==> src/rtl/gad_pkg.sv <==
package gad_pkg;

  localparam int ADDR_W   = 32;
  localparam int CFG_AW   = 8;
  localparam int BYTE_W   = 8;
  localparam int MASK_W   = 16;

  localparam logic [CFG_AW-1:0] OFS_CMD      = 8'h04;
  localparam logic [CFG_AW-1:0] OFS_REG_BASE = 8'h13;
  localparam logic [CFG_AW-1:0] OFS_FB_BASE  = 8'h17;
  localparam logic [CFG_AW-1:0] OFS_ROM_CTL  = 8'h30;
  localparam logic [CFG_AW-1:0] OFS_ROM_LO   = 8'h32;
  localparam logic [CFG_AW-1:0] OFS_ROM_HI   = 8'h33;

  localparam logic [BYTE_W-1:0] CMD_KEEP = 8'h27;
  localparam int CMD_IO_BIT = 0;

  localparam logic [ADDR_W-1:0] VIO_FIRST = 32'h0000_03C0;
  localparam int VIO_LOG2 = 5;

  localparam int APER_LOG2 = 24;
  localparam int ROM_LOG2  = 15;
  localparam int ROM_BASE_SHIFT = 16;

  localparam int NUM_APER = 2;
  localparam int APER_REGS = 0;
  localparam int APER_FB   = 1;

  typedef enum logic [1:0] {
    LEG_A0_128K = 2'b00,
    LEG_A0_64K  = 2'b01,
    LEG_B0_32K  = 2'b10,
    LEG_B8_32K  = 2'b11
  } leg_sel_e;

  typedef struct packed {
    logic regs;
    logic fb;
    logic rom;
    logic vga_mem;
  } mem_hits_t;

  function automatic logic [ADDR_W-1:0] leg_base(leg_sel_e s);
    case (s)
      LEG_B0_32K: leg_base = 32'h000B_0000;
      LEG_B8_32K: leg_base = 32'h000B_8000;
      default:    leg_base = 32'h000A_0000;
    endcase
  endfunction

  function automatic int leg_log2(leg_sel_e s);
    case (s)
      LEG_A0_128K: leg_log2 = 17;
      LEG_A0_64K:  leg_log2 = 16;
      default:     leg_log2 = 15;
    endcase
  endfunction

  function automatic logic [MASK_W-1:0] leg_mask(leg_sel_e s);
    leg_mask = (s == LEG_A0_128K || s == LEG_A0_64K) ? 16'hFFFF : 16'h7FFF;
  endfunction

  // Naturally aligned window test: same upper bits above the size.
  function automatic logic in_window(logic [ADDR_W-1:0] a,
                                     logic [ADDR_W-1:0] base, int lg);
    in_window = ((a ^ base) >> lg) == '0;
  endfunction

  function automatic logic [ADDR_W-1:0] aper_base(logic [BYTE_W-1:0] b);
    aper_base = {b, {(ADDR_W-BYTE_W){1'b0}}};
  endfunction

  function automatic logic [ADDR_W-1:0] rom_base(logic [2*BYTE_W-1:0] hl);
    rom_base = {hl, {ROM_BASE_SHIFT{1'b0}}};
  endfunction

endpackage

==> src/rtl/gad_cfg_regs.sv <==
module gad_cfg_regs
  import gad_pkg::*;
(
  input  logic                clk,
  input  logic                rst_n,
  input  logic                cfg_we,
  input  logic [CFG_AW-1:0]   cfg_addr,
  input  logic [BYTE_W-1:0]   cfg_wdata,
  input  logic [BYTE_W-1:0]   gfx_misc,
  output logic [BYTE_W-1:0]   cmd_q,
  output logic [BYTE_W-1:0]   aper_base_q [NUM_APER],
  output logic                rom_en_q,
  output logic [2*BYTE_W-1:0] rom_hl_q,
  output logic                leg_en_q,
  output leg_sel_e            leg_sel_q,
  output logic                cmd_wr,
  output logic                io_on_evt,
  output logic                io_off_evt
);

  logic apers_zero;
  logic [NUM_APER-1:0] aper_wr;

  assign cmd_wr     = cfg_we && (cfg_addr == OFS_CMD);
  assign io_on_evt  = cmd_wr &&  cfg_wdata[CMD_IO_BIT];
  assign io_off_evt = cmd_wr && !cfg_wdata[CMD_IO_BIT];
  assign apers_zero = (aper_base_q[APER_REGS] == '0) && (aper_base_q[APER_FB] == '0);

  assign aper_wr[APER_REGS] = cfg_we && (cfg_addr == OFS_REG_BASE);
  assign aper_wr[APER_FB]   = cfg_we && (cfg_addr == OFS_FB_BASE);

  always_ff @(posedge clk) begin
    if (!rst_n) cmd_q <= '0;
    else if (cmd_wr) cmd_q <= cfg_wdata & CMD_KEEP;
  end

  for (genvar g = 0; g < NUM_APER; g++) begin : g_aper_reg
    always_ff @(posedge clk) begin
      if (!rst_n) aper_base_q[g] <= '0;
      else if (aper_wr[g]) aper_base_q[g] <= cfg_wdata;
    end
  end

  always_ff @(posedge clk) begin
    if (!rst_n) begin
      rom_en_q <= 1'b0;
      rom_hl_q <= '0;
    end else if (cfg_we) begin
      case (cfg_addr)
        OFS_ROM_CTL: rom_en_q <= cfg_wdata[0];
        OFS_ROM_LO:  rom_hl_q[BYTE_W-1:0] <= cfg_wdata;
        OFS_ROM_HI:  rom_hl_q[2*BYTE_W-1:BYTE_W] <= cfg_wdata;
        default: ;
      endcase
    end
  end

  // Legacy placement is sampled only when decoding turns on with no aperture.
  always_ff @(posedge clk) begin
    if (!rst_n) begin
      leg_en_q  <= 1'b0;
      leg_sel_q <= LEG_A0_128K;
    end else if (io_off_evt) begin
      leg_en_q <= 1'b0;
    end else if (io_on_evt && apers_zero) begin
      leg_en_q  <= 1'b1;
      leg_sel_q <= leg_sel_e'(gfx_misc[3:2]);
    end
  end

endmodule

==> src/rtl/gad_window_match.sv <==
module gad_window_match
  import gad_pkg::*;
(
  input  logic [ADDR_W-1:0]   host_addr,
  input  logic                host_is_io,
  input  logic [BYTE_W-1:0]   cmd_q,
  input  logic [BYTE_W-1:0]   aper_base_q [NUM_APER],
  input  logic                rom_en_q,
  input  logic [2*BYTE_W-1:0] rom_hl_q,
  input  logic                leg_en_q,
  input  leg_sel_e            leg_sel_q,
  output logic                raw_vio,
  output logic [NUM_APER-1:0] raw_aper,
  output logic                raw_rom,
  output logic                raw_leg
);

  logic io_en;
  logic mem_cyc;

  assign io_en   = cmd_q[CMD_IO_BIT];
  assign mem_cyc = !host_is_io;

  assign raw_vio = host_is_io && io_en && in_window(host_addr, VIO_FIRST, VIO_LOG2);

  for (genvar g = 0; g < NUM_APER; g++) begin : g_aper_match
    logic base_live;
    assign base_live   = aper_base_q[g] != '0;
    assign raw_aper[g] = mem_cyc && io_en && base_live &&
                         in_window(host_addr, aper_base(aper_base_q[g]), APER_LOG2);
  end

  assign raw_rom = mem_cyc && rom_en_q &&
                   in_window(host_addr, rom_base(rom_hl_q), ROM_LOG2);

  assign raw_leg = mem_cyc && io_en && leg_en_q &&
                   in_window(host_addr, leg_base(leg_sel_q), leg_log2(leg_sel_q));

endmodule

==> src/rtl/gad_hit_arbiter.sv <==
module gad_hit_arbiter
  import gad_pkg::*;
(
  input  logic [NUM_APER-1:0] raw_aper,
  input  logic                raw_rom,
  input  logic                raw_leg,
  input  leg_sel_e            leg_sel_q,
  output mem_hits_t           hits,
  output logic [MASK_W-1:0]   bank_mask
);

  always_comb begin
    hits = '0;
    if (raw_aper[APER_REGS])    hits.regs    = 1'b1;
    else if (raw_aper[APER_FB]) hits.fb      = 1'b1;
    else if (raw_rom)           hits.rom     = 1'b1;
    else if (raw_leg)           hits.vga_mem = 1'b1;
  end

  assign bank_mask = hits.vga_mem ? leg_mask(leg_sel_q) : '0;

endmodule

==> src/rtl/gad_window_decoder.sv <==
module gad_window_decoder
  import gad_pkg::*;
(
  input  logic               clk,
  input  logic               rst_n,
  input  logic               cfg_we,
  input  logic [CFG_AW-1:0]  cfg_addr,
  input  logic [BYTE_W-1:0]  cfg_wdata,
  input  logic [BYTE_W-1:0]  gfx_misc,
  input  logic [ADDR_W-1:0]  host_addr,
  input  logic               host_is_io,
  output logic [BYTE_W-1:0]  cmd_q,
  output logic               hit_vga_io,
  output logic               hit_vga_mem,
  output logic               hit_regs,
  output logic               hit_fb,
  output logic               hit_rom,
  output logic [MASK_W-1:0]  bank_mask
);

  logic [BYTE_W-1:0]   aper_base_q [NUM_APER];
  logic                rom_en_q;
  logic [2*BYTE_W-1:0] rom_hl_q;
  logic                leg_en_q;
  leg_sel_e            leg_sel_q;
  logic                cmd_wr, io_on_evt, io_off_evt;
  logic                raw_vio, raw_rom, raw_leg;
  logic [NUM_APER-1:0] raw_aper;
  mem_hits_t           hits;
  logic [BYTE_W-1:0]   regs_base_q, fb_base_q;

  gad_cfg_regs u_cfg (
    .clk(clk), .rst_n(rst_n), .cfg_we(cfg_we), .cfg_addr(cfg_addr),
    .cfg_wdata(cfg_wdata), .gfx_misc(gfx_misc), .cmd_q(cmd_q),
    .aper_base_q(aper_base_q), .rom_en_q(rom_en_q), .rom_hl_q(rom_hl_q),
    .leg_en_q(leg_en_q), .leg_sel_q(leg_sel_q), .cmd_wr(cmd_wr),
    .io_on_evt(io_on_evt), .io_off_evt(io_off_evt)
  );

  gad_window_match u_match (
    .host_addr(host_addr), .host_is_io(host_is_io), .cmd_q(cmd_q),
    .aper_base_q(aper_base_q), .rom_en_q(rom_en_q), .rom_hl_q(rom_hl_q),
    .leg_en_q(leg_en_q), .leg_sel_q(leg_sel_q), .raw_vio(raw_vio),
    .raw_aper(raw_aper), .raw_rom(raw_rom), .raw_leg(raw_leg)
  );

  gad_hit_arbiter u_arb (
    .raw_aper(raw_aper), .raw_rom(raw_rom), .raw_leg(raw_leg),
    .leg_sel_q(leg_sel_q), .hits(hits), .bank_mask(bank_mask)
  );

  assign regs_base_q = aper_base_q[APER_REGS];
  assign fb_base_q   = aper_base_q[APER_FB];

  assign hit_vga_io  = raw_vio;
  assign hit_vga_mem = hits.vga_mem;
  assign hit_regs    = hits.regs;
  assign hit_fb      = hits.fb;
  assign hit_rom     = hits.rom;

endmodule

==> config.mk <==
export PLATFORM = sky130hd
export DESIGN_NAME = gad_window_decoder
export DESIGN_NICKNAME = d
export VERILOG_FILES = /design/src/rtl/gad_pkg.sv /design/src/rtl/gad_cfg_regs.sv /design/src/rtl/gad_window_match.sv /design/src/rtl/gad_hit_arbiter.sv /design/src/rtl/gad_window_decoder.sv
export SDC_FILE = /design/constraint.sdc
export NUM_CORES = 1
export LEC_CHECK = 0
export BUFFER_PORTS_ARGS = -buffer_cell sky130_fd_sc_hd__clkbuf_2
export CORE_MARGIN = 2
export CORE_UTILIZATION = 50
export DETAILED_ROUTE_END_ITERATION = 10
export PLACE_DENSITY = 0.88
export SLEW_MARGIN = 15
export SYNTH_ARGS = -nofsm -noshare
export SYNTH_HDL_FRONTEND = slang
export SYNTH_SLANG_ARGS = --single-unit
==> constraint.sdc <==
create_clock -name clk -period 3.93 [get_ports clk]
set_input_delay 0.393 -clock clk [delete_from_list [all_inputs] [get_ports clk]]
set_output_delay 0.393 -clock clk [all_outputs]
set_load 0.03 [all_outputs]
; Word level (Yosys, flattened, before mapping)
; Index checks and enable logic that the tools add are counted.
[word_totals]
reg_bits = 40
inputBits = 60
output_inout_bits = 29
word_cells = 72
[op_classes]
n_eq_ne = 9
shift = 1
muxes = 11
bitwise = 7
reduce_logical = 36
[ops]
columns = cell, count
row1 = $logic_not 32->1, 5
row2 = $xor 32x32->32, 4
row3 = $pmux 17 s2, 1
row4 = $mux 16, 2
row5 = $shr 32x5->32, 1
row6 = $eq 8x6->1 const B, 3
row7 = $logic_and 1x1->1, 18
row8 = $eq 8x5->1 const B, 2
row9 = $logic_not 8->1, 2
row10 = $reduce_bool 8->1, 2
row11 = $pmux 5 s2, 1
row12 = $eq 8x3->1 const B, 1
row13 = $reduce_and 2->1, 4
row14 = $mux 1, 5
row15 = $eq 2x2->1 const B, 2
row16 = $not 4->4, 1
row17 = $mux 3, 1
row18 = $eq 2x1->1 const B, 1
row19 = $logic_not 1->1, 2
row20 = $logic_not 2->1, 1
row21 = $mux 2, 1
row22 = $not 1->1, 2
row23 = $reduce_or 2->1, 1
row24 = $logic_or 1x1->1, 1

; Logic depth before layout (Yosys ltp)
; Gate-level depths: netlist of the first run.
[depth]
ltp_word = 11
depth_mapped = 7
depth_no_buf = 5

; By module
; From an unflattened synthesis of the first run, not the netlist that was laid out.
[unflattened]
cells_unflattened = 265
hier_area_um2 = 2304.7
[modules_own_cells]
columns = module, instances, cells_per_inst, area_per_inst_um2, seq_area_each_um2
row1 = gad_cfg_regs, 1, 172, 1597.8, 800.8
row2 = gad_window_match, 1, 73, 546.8, 0.0
row3 = gad_hit_arbiter, 1, 20, 160.2, 0.0

; Least setup slack after synthesis of the first run
; Ideal clock, no wire load.
[synth_path]
path_type = input to output
start = in host_addr[24]
end = out bank_mask[0]
t_arrival_ns = 3.976
required_ns = 3.537
slack_ns = -0.439
cell_stages = 7
path_buffers = 2
path_cell_list = clkbuf_1 -> xor2_1 -> nor4_1 -> and4_1 -> nand2b_1 -> nor4b_1 -> buf_4
[synth_via]
elab_chain_cells = 9
word_cells_on_any_way = 18
cone_classes = shift: 1 / mux: 5 / bitwise: 4 / reduce/logical: 8
[synth_rtl]
columns = element, line_no
row1 = "start, declared", gad_window_decoder.sv:10  ; input logic [ADDR_W-1:0] host_addr,
row2 = $xor 32x32->32, gad_pkg.sv:66  ; in_window = ((a ^ base) >> lg) == '0;
row3 = $shr 32x5->32, gad_pkg.sv:66
row4 = $logic_not 32->1, gad_pkg.sv:66
row5 = $logic_and 1x1->1, gad_window_match.sv:36  ; assign raw_leg = mem_cyc && io_en && leg_en_q &&
row6 = $mux 1, gad_hit_arbiter.sv:17  ; else if (raw_leg) hits.vga_mem = 1'b1;
row7 = $mux 1, gad_hit_arbiter.sv:16  ; else if (raw_rom) hits.rom = 1'b1;
row8 = $mux 2, gad_hit_arbiter.sv:15  ; else if (raw_aper[APER_FB]) hits.fb = 1'b1;
row9 = $mux 3 *, gad_hit_arbiter.sv:14  ; if (raw_aper[APER_REGS]) hits.regs = 1'b1;
row10 = named net hit_vga_mem, gad_window_decoder.sv:14  ; output logic hit_vga_mem,
row11 = $mux 16 *, gad_hit_arbiter.sv:20  ; assign bank_mask = hits.vga_mem ? leg_mask(leg_sel_q) : '0;
row12 = "end, declared", gad_window_decoder.sv:18  ; output logic [MASK_W-1:0] bank_mask
; The timed path passes the listed nets; every way through them passes the cells marked *.

; Worst setup path in the final report of the first run
[layout_path]
start = reg u_cfg.aper_base_q[11] (netlist name)
end = out hit_vga_mem
[layout_via]
elab_chain_cells = 4
word_cells_on_any_way = 6
cone_classes = mux: 1 / bitwise: 1 / reduce/logical: 4
[layout_rtl]
columns = element, line_no
row1 = "start, declared", gad_cfg_regs.sv:11  ; output logic [BYTE_W-1:0] aper_base_q [NUM_APER],
row2 = "start signal, assigned by index", gad_cfg_regs.sv:40  ; else if (aper_wr[g]) aper_base_q[g] <= cfg_wdata;
row3 = $xor 32x32->32 or $reduce_bool 8->1 (tied branches), "gad_pkg.sv:66, gad_window_match.sv:28"
row4 = $logic_not 32->1 or $logic_and 1x1->1 (tied branches), "gad_pkg.sv:66, gad_window_match.sv:29"
row5 = $logic_and 1x1->1 *, gad_window_match.sv:29  ; assign raw_aper[g] = mem_cyc && io_en && base_live &&
row6 = $mux 3 *, gad_hit_arbiter.sv:14
row7 = "end, declared", gad_window_decoder.sv:14
; Every way passes the cells marked *; elsewhere a longest branch is shown, timed or not.

==> results of run 1 <==
==> worst max path at each step <==
stage / start / end / depth (start not counted)
final: u_cfg.aper_base_q[11] / hit_vga_mem / 7
after global routing: u_cfg.aper_base_q[11] / bank_mask[1] / 7
after CTS: u_cfg.aper_base_q[11] / hit_vga_mem / 7
after detailed placement: host_addr[30] / hit_vga_mem / 8
after global placement: host_addr[30] / bank_mask[14] / 8
after floorplan: host_addr[24] / bank_mask[0] / 7
==> area by class of cell <==
cell class / instances / area [um2] / area share (%)
Clock buffer: 5 / 68.8 / 2.51
Clock inverter: 2 / 12.5 / 0.456
Inverter: 2 / 7.51 / 0.274
Multi-Input combinational cell: 187 / 1410 / 51.5
Sequential cell: 40 / 801 / 29.2
Tap cell: 54 / 67.6 / 2.46
Timing Repair Buffer: 74 / 373 / 13.6
==> tightest hold or removal path, stage by stage <==
cell	delay, ns
clkbuf_2	0.08
mux2i_1	0.05
nor2b_1	0.09
==> cell families after synthesis <==
| group | Yosys count | share of synthesized area [%] |
|---|---|---|
| and+or+nand+nor | 104 | 28.0 |
| DFF | 40 | 33.2 |
| muxes | 37 | 15.4 |
| buffers and inverters | 35 | 8.83 |
| xor gates and xnor gates | 33 | 12.0 |
| AOI/OAI and AO/OA | 9 | 2.39 |
| other | 1 | 0.156 |
==> layout by cell type, fill, tap and decap left out, types with 2 or more instances in the layout <==
cell type  netlist  routed
nand2b_1         2       2
nand4_1          6       6
nand3_1          2       2
conb_1           1       4
dfxtp_1         40      40
clkbuf_2         0      73
nor2_1           8       8
nor3_1          10      10
xnor2_1         14      14
mux2i_1         37      37
inv_1            2       2
nor4_1          13      13
a21oi_1          3       3
nand3b_1         3       3
xor2_1          19      19
nand2_1          7       7
nand4b_2         2       2
clkbuf_8         0       5
nor2b_1         39      39
o21ai_0          3       3
==> metrics by stage <==
| step | instances | hold slack, ns | area, um2 |
|---|---|---|---|
| 2_1_floorplan | 262 | 0.482 | 2430 |
| 3_3_place_gp | 357 | 0.501 | 2660 |
| 3_5_place_dp | 357 | 0.506 | 2660 |
| 4_1_cts | 364 | 0.360 | 2740 |
| 5_1_grt | 364 | 0.385 | 2740 |
| 6_report | 364 | 0.356 | 2740 |
==> sequential cells by signal, summed over array words and instances (netlist names) <==
register and count:
u_cfg.aper_base_q 16, u_cfg.cmd_q 4, u_cfg.leg_en_q 1, u_cfg.leg_sel_q 2, u_cfg.rom_en_q 1, u_cfg.rom_hl_q 16
==> metal layers <==
layer / GRT usage, % / vias up
met1: 26.4 / 932
li1: - / 967
met4: 5.66 / 0
met3: 5.49 / 7
met5: 0 / -
met2: 38.4 / 79
==> power by group through the flow <==
stage	logic (mW)	clock network, mW	registers [mW]
5_1_grt	0.0958	0.282	0.406
6_report	0.0891	0.264	0.406
3_3_place_gp	0.0860	0	0.415
2_1_floorplan	0.0486	0	0.415
3_5_place_dp	0.0880	0	0.415
4_1_cts	0.0887	0.266	0.406
==> metrics, run 1 <==
status finished, final reports clean; sequential power share 53.5%; sequence of cells on the critical path nor4_1 -> nand2_1 -> and4_1 -> nand2b_1 -> nor4b_2 -> buf_4 -> clkbuf_2; initial DRC count 92; CP endpoint kind output port; r2r worst-path depth 5; First-pass DRT Iterations 4; Num Clock Sinks 40; Worst VDD drop 0.140 mV; Mapped Cells 259; IO Count 89; Total GRT Usage 21.8%; RSZ-0062 raised after global routing no; worst hold start gfx_misc[3]; fmax 351 MHz; Int Pwr 0.563 mW; WS Path Type flip-flop to output port; WHS Endpoint u_cfg.leg_sel_q[1]; drt total wl 5710 um; Filler cells 434; initial antenna violation count 0; CTS root buffer clkbuf_8; crit-path max FO 16; worst setup margin 1.08 ns; CTS tree built; Top Layer Used met4; critical path data required time 3.54 ns; max incr delay on CP 0.37 ns; final core occ 58.5%; most common cell in the netlist dfxtp_1; WHS Path Cells 3; number of global-route vias before repair 1864; ant diodes 0; Hold Crit Class input port to flip-flop; Worst Skew 0.00871 ns; post-CTS setup buffer count 0; ANT nets after route 0; R2R Path End u_cfg.leg_sel_q[0]; Synth Cell Area 0.00241 mm2; max-cap violation count 0; H-Tree Depth 2; Residual DRC 0; die area 0.00539 mm2; Fin. Hold Viols 0; CTS Buf Count 5; EDFF count, synth 0; CTS clk-pin slew, worst paths 0.07 ns; most frequent cells after synthesis 40 x dfxtp_1, 39 x nor2b_1, 37 x mux2i_1; Comb power frac 11.7%; CP top delay family simple AND/OR/NAND/NOR gates; total power 0.759 mW; Slowest-stage cell, CP nor4_1; Worst Path Buf+Inv 2; Port Buffers 73; Placement Setup Slack 1.33 ns; Via density 5.45; share of layout cells above drive strength 1 29.4%; CTS Hold Bufs 0; Rel. slew slack 57.9%; gpl congestion 0.911; TNS Setup 0 ns; nets 370; pin count of the biggest net entering global routing 41; Least-Margin Pin Slew 0.631 ns; Async S/R FF share, synth 0%; Lkg Pwr 1.23 nW; final count of pins violating max slew 0; Main synth FF type dfxtp_1; Ys Warns 0; Detailed Place HPWL 4400 um; met3 routed WL 369 um; CTS resizes 0; global-route wire length before repair 8890 um; Initial Utilization 51.3%; Yosys top cell area share 33.2%; core box area 0.00469 mm2; Mean Syn Cell Area 9.30 um2; flop-to-flop setup slack 2.22 ns; clock share of power 34.8%; Net Sw Frac 25.8%; cell accounting for the most synthesized area dfxtp_1; via count 1985; Netlist cell types 36; sequential area share after synthesis 33.2%; RR Startpoint u_cfg.aper_base_q[11]; Startpoint Class flip-flop; Final setup viols 0; Die Y 73.4 um; power per cell area 277 mW/mm2; wire length per cell 15.7 um; Skew-Pair Late Insertion Delay 0.30 ns; total gr overflow 0; site row count 25; fin crit share 72.4%; synthesized flop and latch total 40; synth top area cells dfxtp_1 33%, mux2i_1 15%, nor2b_1 10%; met2 WL 2770 um; Max clock buf depth 2; met1 WL 2500 um; Psw 0.196 mW; min Tclk post-route 2.85 ns; Worst Path Arrival 2.45 ns; die width 73.4 um; Area Growth Syn to Fin 13.9%
Note: power is estimated with default switching activity, not from simulation.
==> inputs of run 2 (changes only) <==
--- a/config.mk
+++ b/config.mk
@@ -7,9 +7,9 @@
 export LEC_CHECK = 0
 export BUFFER_PORTS_ARGS = -buffer_cell sky130_fd_sc_hd__clkbuf_2
 export CORE_MARGIN = 2
-export CORE_UTILIZATION = 50
+export CORE_UTILIZATION = 45
 export DETAILED_ROUTE_END_ITERATION = 10
-export PLACE_DENSITY = 0.88
+export PLACE_DENSITY = 0.84
 export SLEW_MARGIN = 15
 export SYNTH_ARGS = -nofsm -noshare
 export SYNTH_HDL_FRONTEND = slang
==> constraint.sdc (replaced) <==
create_clock -name clk -period 2.4 [get_ports clk]
set_input_delay 0.24 -clock clk [delete_from_list [all_inputs] [get_ports clk]]
set_output_delay 0.24 -clock clk [all_outputs]
set_load 0.03 [all_outputs]
==> run 2 against run 1 <==
Against the previous run: routed wire length rose by 5.6%; via count rose by 1.5%; critical path depth did not move; largest cell class unchanged; critical path type unchanged; hold slack got worse by 0.16 ns.
==> metrics, run 2 (synthesis results as in run 1) <==
Worst VDD drop 0.216 mV; most common cell after layout, fill and taps aside clkbuf_2; Least-Margin Pin Slew 0.598 ns; nets 376; initial DRC count 175; ant diodes 0; Max clock buf depth 2; wire length per cell 15.6 um; via count 2015; Area Growth Syn to Fin 23.1%; final core occ 57.7%; site row count 26; initial antenna violation count 0; Hold Crit Class input port to flip-flop; Slowest-stage cell, CP dfxtp_1; met1 WL 2550 um; fin crit share 96.1%; CTS tree built; Port Buffers 73; Top Registers u_cfg.aper_base_q (16), u_cfg.rom_hl_q (16), u_cfg.cmd_q (4); Lkg Pwr 1.30 nW; CTS Buf Count 5; max incr delay on CP 0.36 ns; Skew-Pair Late Insertion Delay 0.30 ns; Psw 0.337 mW; CP endpoint kind output port; die width 77.2 um; sequence of cells on the critical path nor4_2 -> nand2_1 -> and4_4 -> nand2b_4 -> nor4b_4 -> buf_6 -> buf_4; pin count of the biggest net entering global routing 41; Fin. Hold Viols 0; flop-to-flop setup slack 0.79 ns; core box area 0.00514 mm2; Placement Setup Slack 0.190 ns; global-route wire length before repair 9260 um; CTS root buffer clkbuf_8; commonest non-fill, non-tap cells in the layout 57 x clkbuf_2, 39 x nor2b_1, 37 x mux2i_1, 36 x dfxtp_1; total gr overflow 0; CP top delay family simple AND/OR/NAND/NOR gates; number of global-route vias before repair 1913; Startpoint Class flip-flop; worst setup margin 0.0943 ns; min Tclk post-route 2.31 ns; Top Layer Used met4; Final setup viols 0; IO Count 89; critical path data required time 2.16 ns; share of layout cells above drive strength 1 34.7%; CTS Hold Bufs 0; crit-path max FO 8; Worst Skew 0.00215 ns; clock share of power 40.6%; fmax 434 MHz; met3 routed WL 445 um; ANT nets after route 0; drt total wl 6030 um; met2 WL 2950 um; sequential power share 48.4%; Die Y 77.2 um; CTS clk-pin slew, worst paths 0.08 ns; final count of pins violating max slew 0; Int Pwr 1.03 mW; Num Clock Sinks 40; die area 0.00595 mm2; Detailed Place HPWL 4350 um; gpl congestion 0.906; Rel. slew slack 60.1%; Initial Utilization 46.9%; Total GRT Usage 20.0%; RSZ-0062 raised after global routing yes; WS Path Type flip-flop to output port; H-Tree Depth 2; Worst Path Arrival 2.07 ns; max-cap violation count 0; status finished, final reports clean; Net Sw Frac 24.6%; power per cell area 462 mW/mm2; Via density 5.21; Hold Slack 0.196 ns; Comb power frac 11.0%; Worst Path Buf+Inv 2; Residual DRC 0; First-pass DRT Iterations 4; TNS Setup 0 ns
-- run 2: cell types whose count changed in the layout (fill, tap and decap cells not counted), moves of 2 or more --
cell,previous run,this run
nor4_1,13,8
clkbuf_2,73,57
buf_4,1,19
nor4b_4,1,3
buf_6,0,4
dfxtp_1,40,36
nor4_2,0,5
dfxtp_2,0,3
-- run 2: metal layers --
metal,GRT usage (%),vias to the layer above
met5,0,-
met4,7.32,0
met3,4.94,9
met2,33.3,86
met1,25.1,942
li1,-,978
-- run 2: repair_timing --
| item | in CTS | in global routing |
|---|---|---|
| resized for setup | 19 | 25 |
| buffers inserted | 0 | 4 |
| setup endpoints to repair | 16 | 16 |
| gates cloned | 0 | 1 |
| pin swaps | 0 | 3 |
-- run 2: power by group through the flow --
stage | Sequential [mW] | Clock (mW) | Combinational [mW]
after global placement | 0.680 | 0 | 0.145
after global routing | 0.663 | 0.596 | 0.162
after CTS | 0.664 | 0.564 | 0.148
after detailed placement | 0.680 | 0 | 0.147
final | 0.663 | 0.556 | 0.151
after floorplan | 0.680 | 0 | 0.0817
-- run 2: final timing paths --
check / startpoint / endpoint / cells past startpoint
max: u_cfg.aper_base_q[8] / bank_mask[2] / 7
max reg2reg: u_cfg.aper_base_q[8] / u_cfg.leg_sel_q[1] / 6
min reg2reg: u_cfg.cmd_q[1] / u_cfg.cmd_q[1] / 2
min: gfx_misc[2] / u_cfg.leg_sel_q[0] / 3
-- run 2: worst register-to-register path, cell delays in order (launching register included) --
cell     delay (ns)
dfxtp_1        0.36
nor4_2         0.25
nand2_1        0.11
buf_4          0.16
nor4_4         0.33
mux2i_1        0.23
nor2b_1        0.06
-- run 2: cell type report --
class	instances	area, um2
clock inverter	3	42.5
inverter	2	7.51
fill	448	2170
clock buffer	5	68.8
sequential	40	808
timing repair buffer	80	473
tap	70	87.6
multi-input combinational	187	1480
-- run 2: through the flow --
stage | std cells | instance area (um2) | total power, mW
global placement | 374 | 2720 | 0.825
detailed placement | 374 | 2720 | 0.827
floorplan | 262 | 2470 | 0.762
finish | 387 | 2970 | 1.37
global route | 387 | 2970 | 1.42
CTS | 382 | 2890 | 1.38
